===== config.mk =====
export PLATFORM = sky130hd
export DESIGN_NAME = region_scoreboard
export DESIGN_NICKNAME = d
export VERILOG_FILES = /design/src/rtl/rsb_pkg.sv /design/src/rtl/rsb_region_hit.sv /design/src/rtl/rsb_ctx_cache.sv /design/src/rtl/region_scoreboard.sv
export SDC_FILE = /design/constraint.sdc
export NUM_CORES = 2
export LEC_CHECK = 0
export BUFFER_PORTS_ARGS = -buffer_cell sky130_fd_sc_hd__buf_2
export CORE_ASPECT_RATIO = 1.75
export CORE_MARGIN = 2
export CORE_UTILIZATION = 62
export CTS_CLUSTER_SIZE = 40
export DETAILED_ROUTE_END_ITERATION = 16
export GPL_TIMING_DRIVEN = 0
export PLACE_DENSITY = 0.88
export SYNTH_ARGS = -nofsm -noshare
export SYNTH_HDL_FRONTEND = slang
export SYNTH_SLANG_ARGS = --single-unit

===== constraint.sdc =====
create_clock -name clk -period 10.6 [get_ports clk]
set_input_delay 1.06 -clock clk [delete_from_list [all_inputs] [get_ports clk]]
set_output_delay 1.06 -clock clk [all_outputs]
set_load 0.005 [all_outputs]

===== src/rtl/rsb_pkg.sv =====
package rsb_pkg;
    typedef enum logic {
        CFG_IDLE = 1'b0,
        CFG_LOAD = 1'b1
    } cfg_st_e;
endpackage


===== src/rtl/rsb_region_hit.sv =====
// Power-of-two region membership: addr is inside the region when it
// matches base on every bit above the lg lowest ones.
module rsb_region_hit #(
    parameter int AW  = 32,
    parameter int LGW = 5
) (
    input  logic [AW-1:0]  addr,
    input  logic [AW-1:0]  base,
    input  logic [LGW-1:0] lg,
    output logic           hit
);
    logic [AW-1:0] keep;

    assign keep = ~((AW'(1) << lg) - AW'(1));
    assign hit  = ((addr ^ base) & keep) == '0;
endmodule


===== src/rtl/rsb_ctx_cache.sv =====
// Resident function contexts with least-recently-used replacement.
module rsb_ctx_cache
    import rsb_pkg::*;
#(
    parameter int FW    = 4,
    parameter int NSLOT = 4
) (
    input  logic                     clk,
    input  logic                     rst,
    input  logic                     look_valid,
    input  logic [FW-1:0]            look_func,
    input  logic                     touch,
    input  logic                     cfg_done,
    output logic                     hit,
    output logic [$clog2(NSLOT)-1:0] hit_slot,
    output logic                     cfg_req,
    output logic [FW-1:0]            cfg_func,
    output logic [$clog2(NSLOT)-1:0] cfg_slot
);
    localparam int SW = $clog2(NSLOT);

    typedef struct packed {
        logic [NSLOT-1:0]         vld;
        logic [NSLOT-1:0][FW-1:0] fn;
        logic [NSLOT-1:0][SW-1:0] age;
        cfg_st_e                  st;
        logic [SW-1:0]            slot;
    } ctx_t;

    ctx_t s_d, s_q;
    logic [NSLOT-1:0] hitv;
    logic [SW-1:0]    victim;
    logic [SW-1:0]    tslot;
    logic             tdo;
    logic             found;

    for (genvar i = 0; i < NSLOT; i++) begin : g_hit
        assign hitv[i] = s_q.vld[i] && (s_q.fn[i] == look_func);
    end

    always_comb begin
        hit_slot = '0;
        for (int i = 0; i < NSLOT; i++) begin
            if (hitv[i]) hit_slot = SW'(i);
        end
        victim = '0;
        found  = 1'b0;
        for (int i = 0; i < NSLOT; i++) begin
            if (!s_q.vld[i] && !found) begin
                victim = SW'(i);
                found  = 1'b1;
            end
        end
        if (!found) begin
            for (int i = 0; i < NSLOT; i++) begin
                if (s_q.age[i] == SW'(NSLOT - 1)) victim = SW'(i);
            end
        end
    end

    assign hit = |hitv;

    always_comb begin
        s_d   = s_q;
        tdo   = 1'b0;
        tslot = hit_slot;
        case (s_q.st)
            CFG_IDLE: begin
                if (look_valid && !hit) begin
                    s_d.st          = CFG_LOAD;
                    s_d.slot        = victim;
                    s_d.fn[victim]  = look_func;
                    s_d.vld[victim] = 1'b0;
                    tdo             = 1'b1;
                    tslot           = victim;
                end else if (touch) begin
                    tdo = 1'b1;
                end
            end
            default: begin
                if (cfg_done) begin
                    s_d.vld[s_q.slot] = 1'b1;
                    s_d.st            = CFG_IDLE;
                end
            end
        endcase
        if (tdo) begin
            for (int i = 0; i < NSLOT; i++) begin
                if (SW'(i) == tslot) s_d.age[i] = '0;
                else if (s_q.age[i] < s_q.age[tslot]) s_d.age[i] = s_q.age[i] + SW'(1);
            end
        end
        if (rst) begin
            s_d.vld  = '0;
            s_d.fn   = '0;
            s_d.st   = CFG_IDLE;
            s_d.slot = '0;
            for (int i = 0; i < NSLOT; i++) s_d.age[i] = SW'(i);
        end
    end

    always_ff @(posedge clk) begin
        s_q <= s_d;
    end

    assign cfg_req  = (s_q.st == CFG_LOAD);
    assign cfg_func = s_q.fn[s_q.slot];
    assign cfg_slot = s_q.slot;

    // a function is never resident in two slots
    p_ctx_unique_r7: assert property (@(posedge clk) disable iff (rst)
        $onehot0(hitv));

    // an open load request keeps its slot and function until completion
    p_cfg_hold_r6: assert property (@(posedge clk) disable iff (rst)
        cfg_req && !cfg_done |=> cfg_req && $stable(cfg_slot) && $stable(cfg_func));
endmodule


===== src/rtl/region_scoreboard.sv =====
module region_scoreboard #(
    parameter int AW    = 32,
    parameter int LGW   = 5,
    parameter int FW    = 4,
    parameter int NENT  = 4,
    parameter int NSLOT = 4
) (
    input  logic                     clk,
    input  logic                     rst,
    input  logic                     iss_valid,
    input  logic [FW-1:0]            iss_func,
    input  logic [AW-1:0]            iss_src,
    input  logic [AW-1:0]            iss_dst,
    input  logic [LGW-1:0]           iss_lg,
    output logic                     iss_busy,
    output logic [$clog2(NENT)-1:0]  iss_tag,
    input  logic                     ld_valid,
    input  logic [AW-1:0]            ld_addr,
    output logic                     ld_stall,
    input  logic                     st_valid,
    input  logic [AW-1:0]            st_addr,
    output logic                     st_stall,
    output logic                     disp_valid,
    input  logic                     disp_ready,
    output logic [$clog2(NENT)-1:0]  disp_tag,
    output logic [$clog2(NSLOT)-1:0] disp_slot,
    output logic [AW-1:0]            disp_src,
    output logic [AW-1:0]            disp_dst,
    output logic [LGW-1:0]           disp_lg,
    input  logic                     done_valid,
    input  logic [$clog2(NENT)-1:0]  done_tag,
    output logic                     cfg_req,
    output logic [FW-1:0]            cfg_func,
    output logic [$clog2(NSLOT)-1:0] cfg_slot,
    input  logic                     cfg_done
);
    localparam int TW = $clog2(NENT);
    localparam int SW = $clog2(NSLOT);
    localparam int CW = $clog2(NENT + 1);

    typedef struct packed {
        logic [NENT-1:0]          vld;
        logic [NENT-1:0]          dsp;
        logic [NENT-1:0][AW-1:0]  src;
        logic [NENT-1:0][AW-1:0]  dst;
        logic [NENT-1:0][LGW-1:0] lg;
        logic [NENT-1:0][FW-1:0]  fn;
        logic [NENT-1:0][TW-1:0]  q;
        logic [CW-1:0]            qn;
    } tbl_t;

    tbl_t t_d, t_q;

    logic [TW-1:0]   hd;
    logic            head_ok;
    logic [NENT-1:0] blk, ldh, sth;
    logic            ctx_hit;
    logic [SW-1:0]   ctx_slot;
    logic            fire, acc;
    logic [TW-1:0]   free_tag;
    logic [CW-1:0]   q_wr;

    assign hd      = t_q.q[0];
    assign head_ok = (t_q.qn != '0);

    for (genvar j = 0; j < NENT; j++) begin : g_ent
        logic [LGW-1:0] lgm;
        logic rd_d, wr_d, wr_s, ld_d, st_s, st_d;
        assign lgm = (t_q.lg[hd] > t_q.lg[j]) ? t_q.lg[hd] : t_q.lg[j];
        rsb_region_hit #(.AW(AW), .LGW(LGW)) u_rd_d (.addr(t_q.src[hd]), .base(t_q.dst[j]), .lg(lgm), .hit(rd_d));
        rsb_region_hit #(.AW(AW), .LGW(LGW)) u_wr_d (.addr(t_q.dst[hd]), .base(t_q.dst[j]), .lg(lgm), .hit(wr_d));
        rsb_region_hit #(.AW(AW), .LGW(LGW)) u_wr_s (.addr(t_q.dst[hd]), .base(t_q.src[j]), .lg(lgm), .hit(wr_s));
        rsb_region_hit #(.AW(AW), .LGW(LGW)) u_ld_d (.addr(ld_addr), .base(t_q.dst[j]), .lg(t_q.lg[j]), .hit(ld_d));
        rsb_region_hit #(.AW(AW), .LGW(LGW)) u_st_s (.addr(st_addr), .base(t_q.src[j]), .lg(t_q.lg[j]), .hit(st_s));
        rsb_region_hit #(.AW(AW), .LGW(LGW)) u_st_d (.addr(st_addr), .base(t_q.dst[j]), .lg(t_q.lg[j]), .hit(st_d));
        assign blk[j] = t_q.vld[j] && t_q.dsp[j] && (rd_d || wr_d || wr_s);
        assign ldh[j] = t_q.vld[j] && ld_d;
        assign sth[j] = t_q.vld[j] && (st_s || st_d);
    end

    rsb_ctx_cache #(.FW(FW), .NSLOT(NSLOT)) u_ctx (
        .clk        (clk),
        .rst        (rst),
        .look_valid (head_ok),
        .look_func  (t_q.fn[hd]),
        .touch      (fire),
        .cfg_done   (cfg_done),
        .hit        (ctx_hit),
        .hit_slot   (ctx_slot),
        .cfg_req    (cfg_req),
        .cfg_func   (cfg_func),
        .cfg_slot   (cfg_slot)
    );

    assign ld_stall   = ld_valid && (|ldh);
    assign st_stall   = st_valid && (|sth);
    assign disp_valid = head_ok && ctx_hit && !(|blk);
    assign disp_tag   = hd;
    assign disp_slot  = ctx_slot;
    assign disp_src   = t_q.src[hd];
    assign disp_dst   = t_q.dst[hd];
    assign disp_lg    = t_q.lg[hd];
    assign fire       = disp_valid && disp_ready;
    assign iss_busy   = &t_q.vld;
    assign acc        = iss_valid && !iss_busy;
    assign iss_tag    = free_tag;

    always_comb begin
        free_tag = '0;
        for (int i = NENT - 1; i >= 0; i--) begin
            if (!t_q.vld[i]) free_tag = TW'(i);
        end
    end

    always_comb begin
        t_d  = t_q;
        q_wr = t_q.qn - CW'(fire);
        if (done_valid && t_q.vld[done_tag] && t_q.dsp[done_tag]) begin
            t_d.vld[done_tag] = 1'b0;
            t_d.dsp[done_tag] = 1'b0;
        end
        if (fire) begin
            t_d.dsp[hd] = 1'b1;
            for (int k = 0; k < NENT - 1; k++) t_d.q[k] = t_q.q[k + 1];
        end
        if (acc) begin
            t_d.vld[free_tag] = 1'b1;
            t_d.dsp[free_tag] = 1'b0;
            t_d.src[free_tag] = iss_src;
            t_d.dst[free_tag] = iss_dst;
            t_d.lg[free_tag]  = iss_lg;
            t_d.fn[free_tag]  = iss_func;
            t_d.q[TW'(q_wr)]  = free_tag;
        end
        t_d.qn = t_q.qn + CW'(acc) - CW'(fire);
        if (rst) begin
            t_d.vld = '0;
            t_d.dsp = '0;
            t_d.qn  = '0;
        end
    end

    always_ff @(posedge clk) begin
        t_q <= t_d;
    end

    // an accepted issue occupies the entry named by its tag
    p_tag_alloc_r2: assert property (@(posedge clk) disable iff (rst)
        acc |=> t_q.vld[$past(iss_tag)]);

    // completion of a dispatched entry releases it
    p_free_r5: assert property (@(posedge clk) disable iff (rst)
        done_valid && t_q.vld[done_tag] && t_q.dsp[done_tag] |=> !t_q.vld[$past(done_tag)]);

    // an offer not taken stays on the same operation
    p_disp_hold_r9: assert property (@(posedge clk) disable iff (rst)
        disp_valid && !disp_ready |=> disp_valid && $stable(disp_tag) && $stable(disp_slot));

    // nothing is dispatched while a context load is open
    p_no_disp_loading_r6: assert property (@(posedge clk) disable iff (rst)
        disp_valid |-> !cfg_req);
endmodule


==> results of run 1 <==
what timing repair did:
action                                  CTS
endpoints found under the setup margin    1
endpoints found under the hold margin     0
cloned                                    0
gates resized for setup                   3
layer usage:
| layer | track usage | GRT overflow |
|---|---|---|
| met5 | 0.448 | 3 |
| met3 | 0.717 | 24 |
| met2 | 0.975 | 677 |
| met4 | 0.833 | 307 |
| met1 | 0.791 | 18 |
kinds of logic after synthesis:
logic type,after synthesis,share of synthesized area
AO/OA/AOI/OAI,1011,0.207
AND/OR/NAND/NOR,869,0.122
XOR/XNOR,834,0.218
buffers and inverters,478,0.0571
flip-flops,342,0.292
multiplexers,208,0.0894
adder cells (fa/ha/maj),41,0.0154
metrics by stage:
| stage | std cells | cell area, sq um | setup slack, ns | hold slack, ns | util |
|---|---|---|---|---|---|
| after floorplan | 3783 | 33600 | 3.17 | 0.448 | - |
| after global placement | 4650 | 35300 | 0.728 | 0.464 | 0.662 |
| after detailed placement | 4664 | 35600 | 0.630 | 0.475 | 0.667 |
| after CTS | 4719 | 36700 | 0.0456 | 0.485 | 0.687 |
==> flow_summary_export.csv, run 1 <==
group,metric,value,unit
run_status,outcome,"did not finish",
run_status,failing_step,"global routing",
run_status,stop_error,"[ERROR GRT-0116] Global routing finished with congestion. Check the congestion regions in the DRC Viewer.",
synth,ys_types,95,
synth,syn-num-nets,3970,
floorplanning,die_x,180,um
synth,yosys.area.top_type,"edfxtp_1",
synth,yosys-top-cells-area,"edfxtp_1 (26%), xnor2_1 (12%), xor2_1 (9.6%)",
synth,synth_common_cells,"xnor2_1 (467), xor2_1 (367), edfxtp_1 (294)",
synth,syn_avg_cell_area,8.87,sq um
floorplanning,io_pins,233,
synth,yosys.area.top_type_share,0.263,
placement,dp_hpwl,145000,um
clock_tree,postCtsSetupBuffers,0,
grt,grt_overflow,1029,
placement,gp_congestion,1.82,
synth,synthArstFlopShare,0,
floorplanning,die_h,312,um
synth,ys_warn_count,0,
placement,port_buffers,183,
clock_tree,clock_path_buffers,3,
grt,grt_pass1_wl,338000,um
synth,synth_cells,3783,
synth,synthFlopType,"edfxtp_1",
synth,ys_ff_latch,342,
grt,grt_usage,0.824,
clock_tree,ctsHoldBuffers,0,
grt,grt_pass1_vias,43100,
clock_tree,htree_levels,1,
clock_tree,clockRootBuffer,"clkbuf_16",
floorplanning,start_util,0.629,
synth,post-synth-top-count-cell,"xnor2_1",
clock_tree,numCtsBuffers,30,
floorplanning,core.rowCount,112,
synth,synth-edff-count,294,
synth,mappedNetlistArea,33600,sq um
grt,grt_start_max_net_pins,42,
synth,synth.yosys.seq_area_share,0.292,
clock_tree,cts_sinks,342,
==> run 2: changes to the inputs <==
--- a/config.mk
+++ b/config.mk
@@ -6,13 +6,11 @@
 export NUM_CORES = 2
 export LEC_CHECK = 0
 export BUFFER_PORTS_ARGS = -buffer_cell sky130_fd_sc_hd__buf_2
-export CORE_ASPECT_RATIO = 1.75
 export CORE_MARGIN = 2
-export CORE_UTILIZATION = 62
-export CTS_CLUSTER_SIZE = 40
+export CORE_UTILIZATION = 40
 export DETAILED_ROUTE_END_ITERATION = 16
 export GPL_TIMING_DRIVEN = 0
-export PLACE_DENSITY = 0.88
+export PLACE_DENSITY_LB_ADDON = 0.15
 export SYNTH_ARGS = -nofsm -noshare
 export SYNTH_HDL_FRONTEND = slang
 export SYNTH_SLANG_ARGS = --single-unit
==> run 2 against run 1 <==
Against the previous run:
- the flow now finishes, with violations (capacitance limit, slew limit, setup timing)
- synthesized cell count stayed put
- area after synthesis unchanged
==> flow_summary_export.csv, run 2 <==
group,metric,value,unit
grt,grt_antenna_before_repair,20,
route,drc,0,
timing,slew_headroom,-0.0869,
grt,grt_usage,0.543,
finish,final_cell_mix,"xnor2_1 (465), xor2_1 (367), edfxtp_1 (294), clkbuf_1 (272), buf_2 (237)",
worst_setup_path,crit_path_end_kind,"output port",
clock_tree,clk_pin_slew,0.07,ns
run_status,outcome,"complete, but fails checks",
pwr,pwr-share-comb,0.489,
synth,ys_warn_count,0,
synth,synthFlopType,"edfxtp_1",
timing,fmax,91.9,MHz
timing,finalCritPeriodShare,1.03,
timing,skew,0.0629,ns
synth,synthArstFlopShare,0,
pwr,power_density,161,nW/um^2
grt,grt_overflow,0,
placement,gp_congestion,1.17,
route,drt.antenna.violating_nets,0,
synth,post-synth-top-count-cell,"xnor2_1",
pwr,p_sw,2.92,mW
timing,setup_violations,1,
placement,port_buffers,183,
placement,dp_worst_setup_slack,-0.741,ns
route,wirelength,242000,um
clock_tree,cts_tree,"yes",
clock_tree,numCtsBuffers,43,
clock_tree,clkLatencyLatePin,0.67,ns
synth,synth.yosys.seq_area_share,0.292,
floorplanning,core-area,83400,sq um
worst_setup_path,worst_ep_arrival_time,9.83,ns
worst_setup_path,worstPathCellList,"inv_2 > mux4_2 > inv_2 > buf_2 > buf_4 > ha_1 > a21oi_1 > a21oi_1 > nor2_2 > clkbuf_2 > nand3_1 > ha_1 > a221o_1 > a2111oi_1 > o2111a_1 > nand4_1 > nor4_2 > o311a_1 > or4_1 > buf_2 > inv_2 > buf_2",
finish,drive_gt1_frac,0.131,
synth,ys_ff_latch,342,
timing,period_needed,10.89,ns
clock_tree,htree_levels,2,
timing,drv_slew,31,
timing,fin_tns_setup,-0.285,ns
worst_setup_path,timing_worst_setup_path_type,"reg2out",
pwr,internal_power,3.21,mW
worst_setup_path,critPathTopFamily,"compound AO/OA/AOI/OAI gates",
pwr,p_clk_frac,0.256,
finish,area_growth,13.4,%
clock_tree,ctsHoldBuffers,0,
finish,fillCellCount,8229,
synth,synth_cells,3783,
worst_setup_path,worstPathMaxFanout,14,
pwr,cellLeakagePower,13.0,nW
worst_setup_path,slowest_stage,"a2111oi_1",
placement,placed_area,36300,sq um
timing,worstMarginPinSlew,1.62,ns
run_status,violations,"capacitance limit, slew limit, setup timing",
floorplanning,die-area,86300,sq um
grt,grt_pass1_wl,313000,um
finish,layout.cells.most_common,"xnor2_1",
floorplanning,core.rowCount,106,
synth,synth-edff-count,294,
synth,ys_types,95,
synth,mappedNetlistArea,33600,sq um
floorplanning,die_h,294,um
route,route.vias.total,37800,
finish,nNetsFinal,4228,
synth,syn-num-nets,3970,
timing,final_hold_viol_count,0,
route,wire_per_inst,46.8,um
worst_setup_path,critical_path_required,9.54,ns
placement,dp_hpwl,193000,um
finish,fin_area,38100,sq um
floorplanning,start_util,0.402,
grt,grt_start_max_net_pins,40,
worst_setup_path,cp_num_buf_inv,8,
flow_run,drv_cap,6,
timing,rsz0062_at_grt,"no",
floorplanning,io_pins,233,
worst_setup_path,start_kind,"flip-flop",
finish,register_area,9790,sq um
clock_tree,clock_path_buffers,3,
pwr,switching_share,0.476,
route,drt_iter0_markers,7151,
synth,yosys.area.top_type,"edfxtp_1",
timing,setup_ws,-0.285,ns
clock_tree,clockRootBuffer,"clkbuf_16",
grt,grt_pass1_vias,34800,
synth,synth_common_cells,"xnor2_1 (467), xor2_1 (367), edfxtp_1 (294)",
finish,multi_input_area,22100,sq um
pwr,vdd.ir_drop.worst,0.000170,V
floorplanning,die_x,294,um
synth,yosys.area.top_type_share,0.263,
worst_setup_path,max_stage_delay,0.98,ns
pwr,pwr-share-seq,0.255,
route,viasPerCell,7.32,
min_path,worstHoldPathType,"reg2reg",
route,firstDrtPassIters,14,
clock_tree,cts_sinks,342,
synth,syn_avg_cell_area,8.87,sq um
synth,yosys-top-cells-area,"edfxtp_1 (26%), xnor2_1 (12%), xor2_1 (9.6%)",
run 2: metal layers:
metal | routed length (um) | global-route usage | up-vias
li1 | - | - | 14500
met1 | 82700 | 0.622 | 18400
met5 | 357 | 0.00624 | -
met4 | 25000 | 0.428 | 18
met2 | 94800 | 0.758 | 3707
met3 | 38900 | 0.279 | 1150
run 2: per-stage QoR:
stage               hold slack [ns]  instances  power, mW  utilization
floorplan                     0.448       3783       3.07            -
global placement              0.468       5046       4.31        0.430
detailed placement            0.471       5067       4.29        0.435
CTS                           0.479       5151       5.86        0.454
global route                  0.520       5157       6.12        0.456
finish                        0.478       5165       6.13        0.456
run 2: final cells by class:
cell class | count | area share
Sequential cell | 342 | 0.257
Multi-Input combinational cell | 2963 | 0.582
Inverter | 63 | 0.00631
Clock buffer | 47 | 0.0292
Tap cell | 1080 | 0.0355
Antenna cell | 9 | 0.000592
Clock inverter | 33 | 0.00881
Timing Repair Buffer | 216 | 0.0359
Buffer | 412 | 0.0445
run 2: final timing paths:
path	slack, ns	cells past startpoint	to	from
worst min register to register	0.48	2	t_q[306]$_SDFF_PP0_	t_q[306]$_SDFF_PP0_
worst min-delay path	0.48	2	t_q[306]$_SDFF_PP0_	t_q[306]$_SDFF_PP0_
worst max register to register	0.34	27	t_q[2]$_SDFF_PP0_	flip-flop
worst max-delay path	-0.29	22	disp_valid	flip-flop
run 2: timing repair:
item,in CTS,in global routing
gates resized for setup,26,25
pin swaps,0,1
cloned,0,0
buffers inserted,6,3
endpoints found under the setup margin,20,1
run 2: power groups by stage:
stage / Clock [mW] / Sequential (mW) / Combinational [mW]
after floorplan: 0 / 1.56 / 1.50
after global placement: 0 / 1.59 / 2.72
after detailed placement: 0 / 1.58 / 2.71
after CTS: 1.56 / 1.56 / 2.74
after global routing: 1.61 / 1.56 / 2.95
final: 1.57 / 1.56 / 3.00
run 2: cells by family (layout without fill, tap and decap cells):
family | count (synthesis) | after routing | share of synthesized area
AO/OA/AOI/OAI | 1011 | 1011 | 0.207
AND/OR/NAND/NOR | 869 | 869 | 0.122
XOR/XNOR | 834 | 834 | 0.218
buffers and inverters | 478 | 771 | 0.0571
flip-flops | 342 | 342 | 0.292
multiplexers | 208 | 208 | 0.0894
adder cells (fa/ha/maj) | 41 | 41 | 0.0154
other | 0 | 9 | 0
run 2: worst min-delay path: stages (launching register included):
cell      delay, ns
dfxtp_1        0.31
nand2_1        0.07
a211oi_2       0.06
Power figures use the tool's default switching activity.
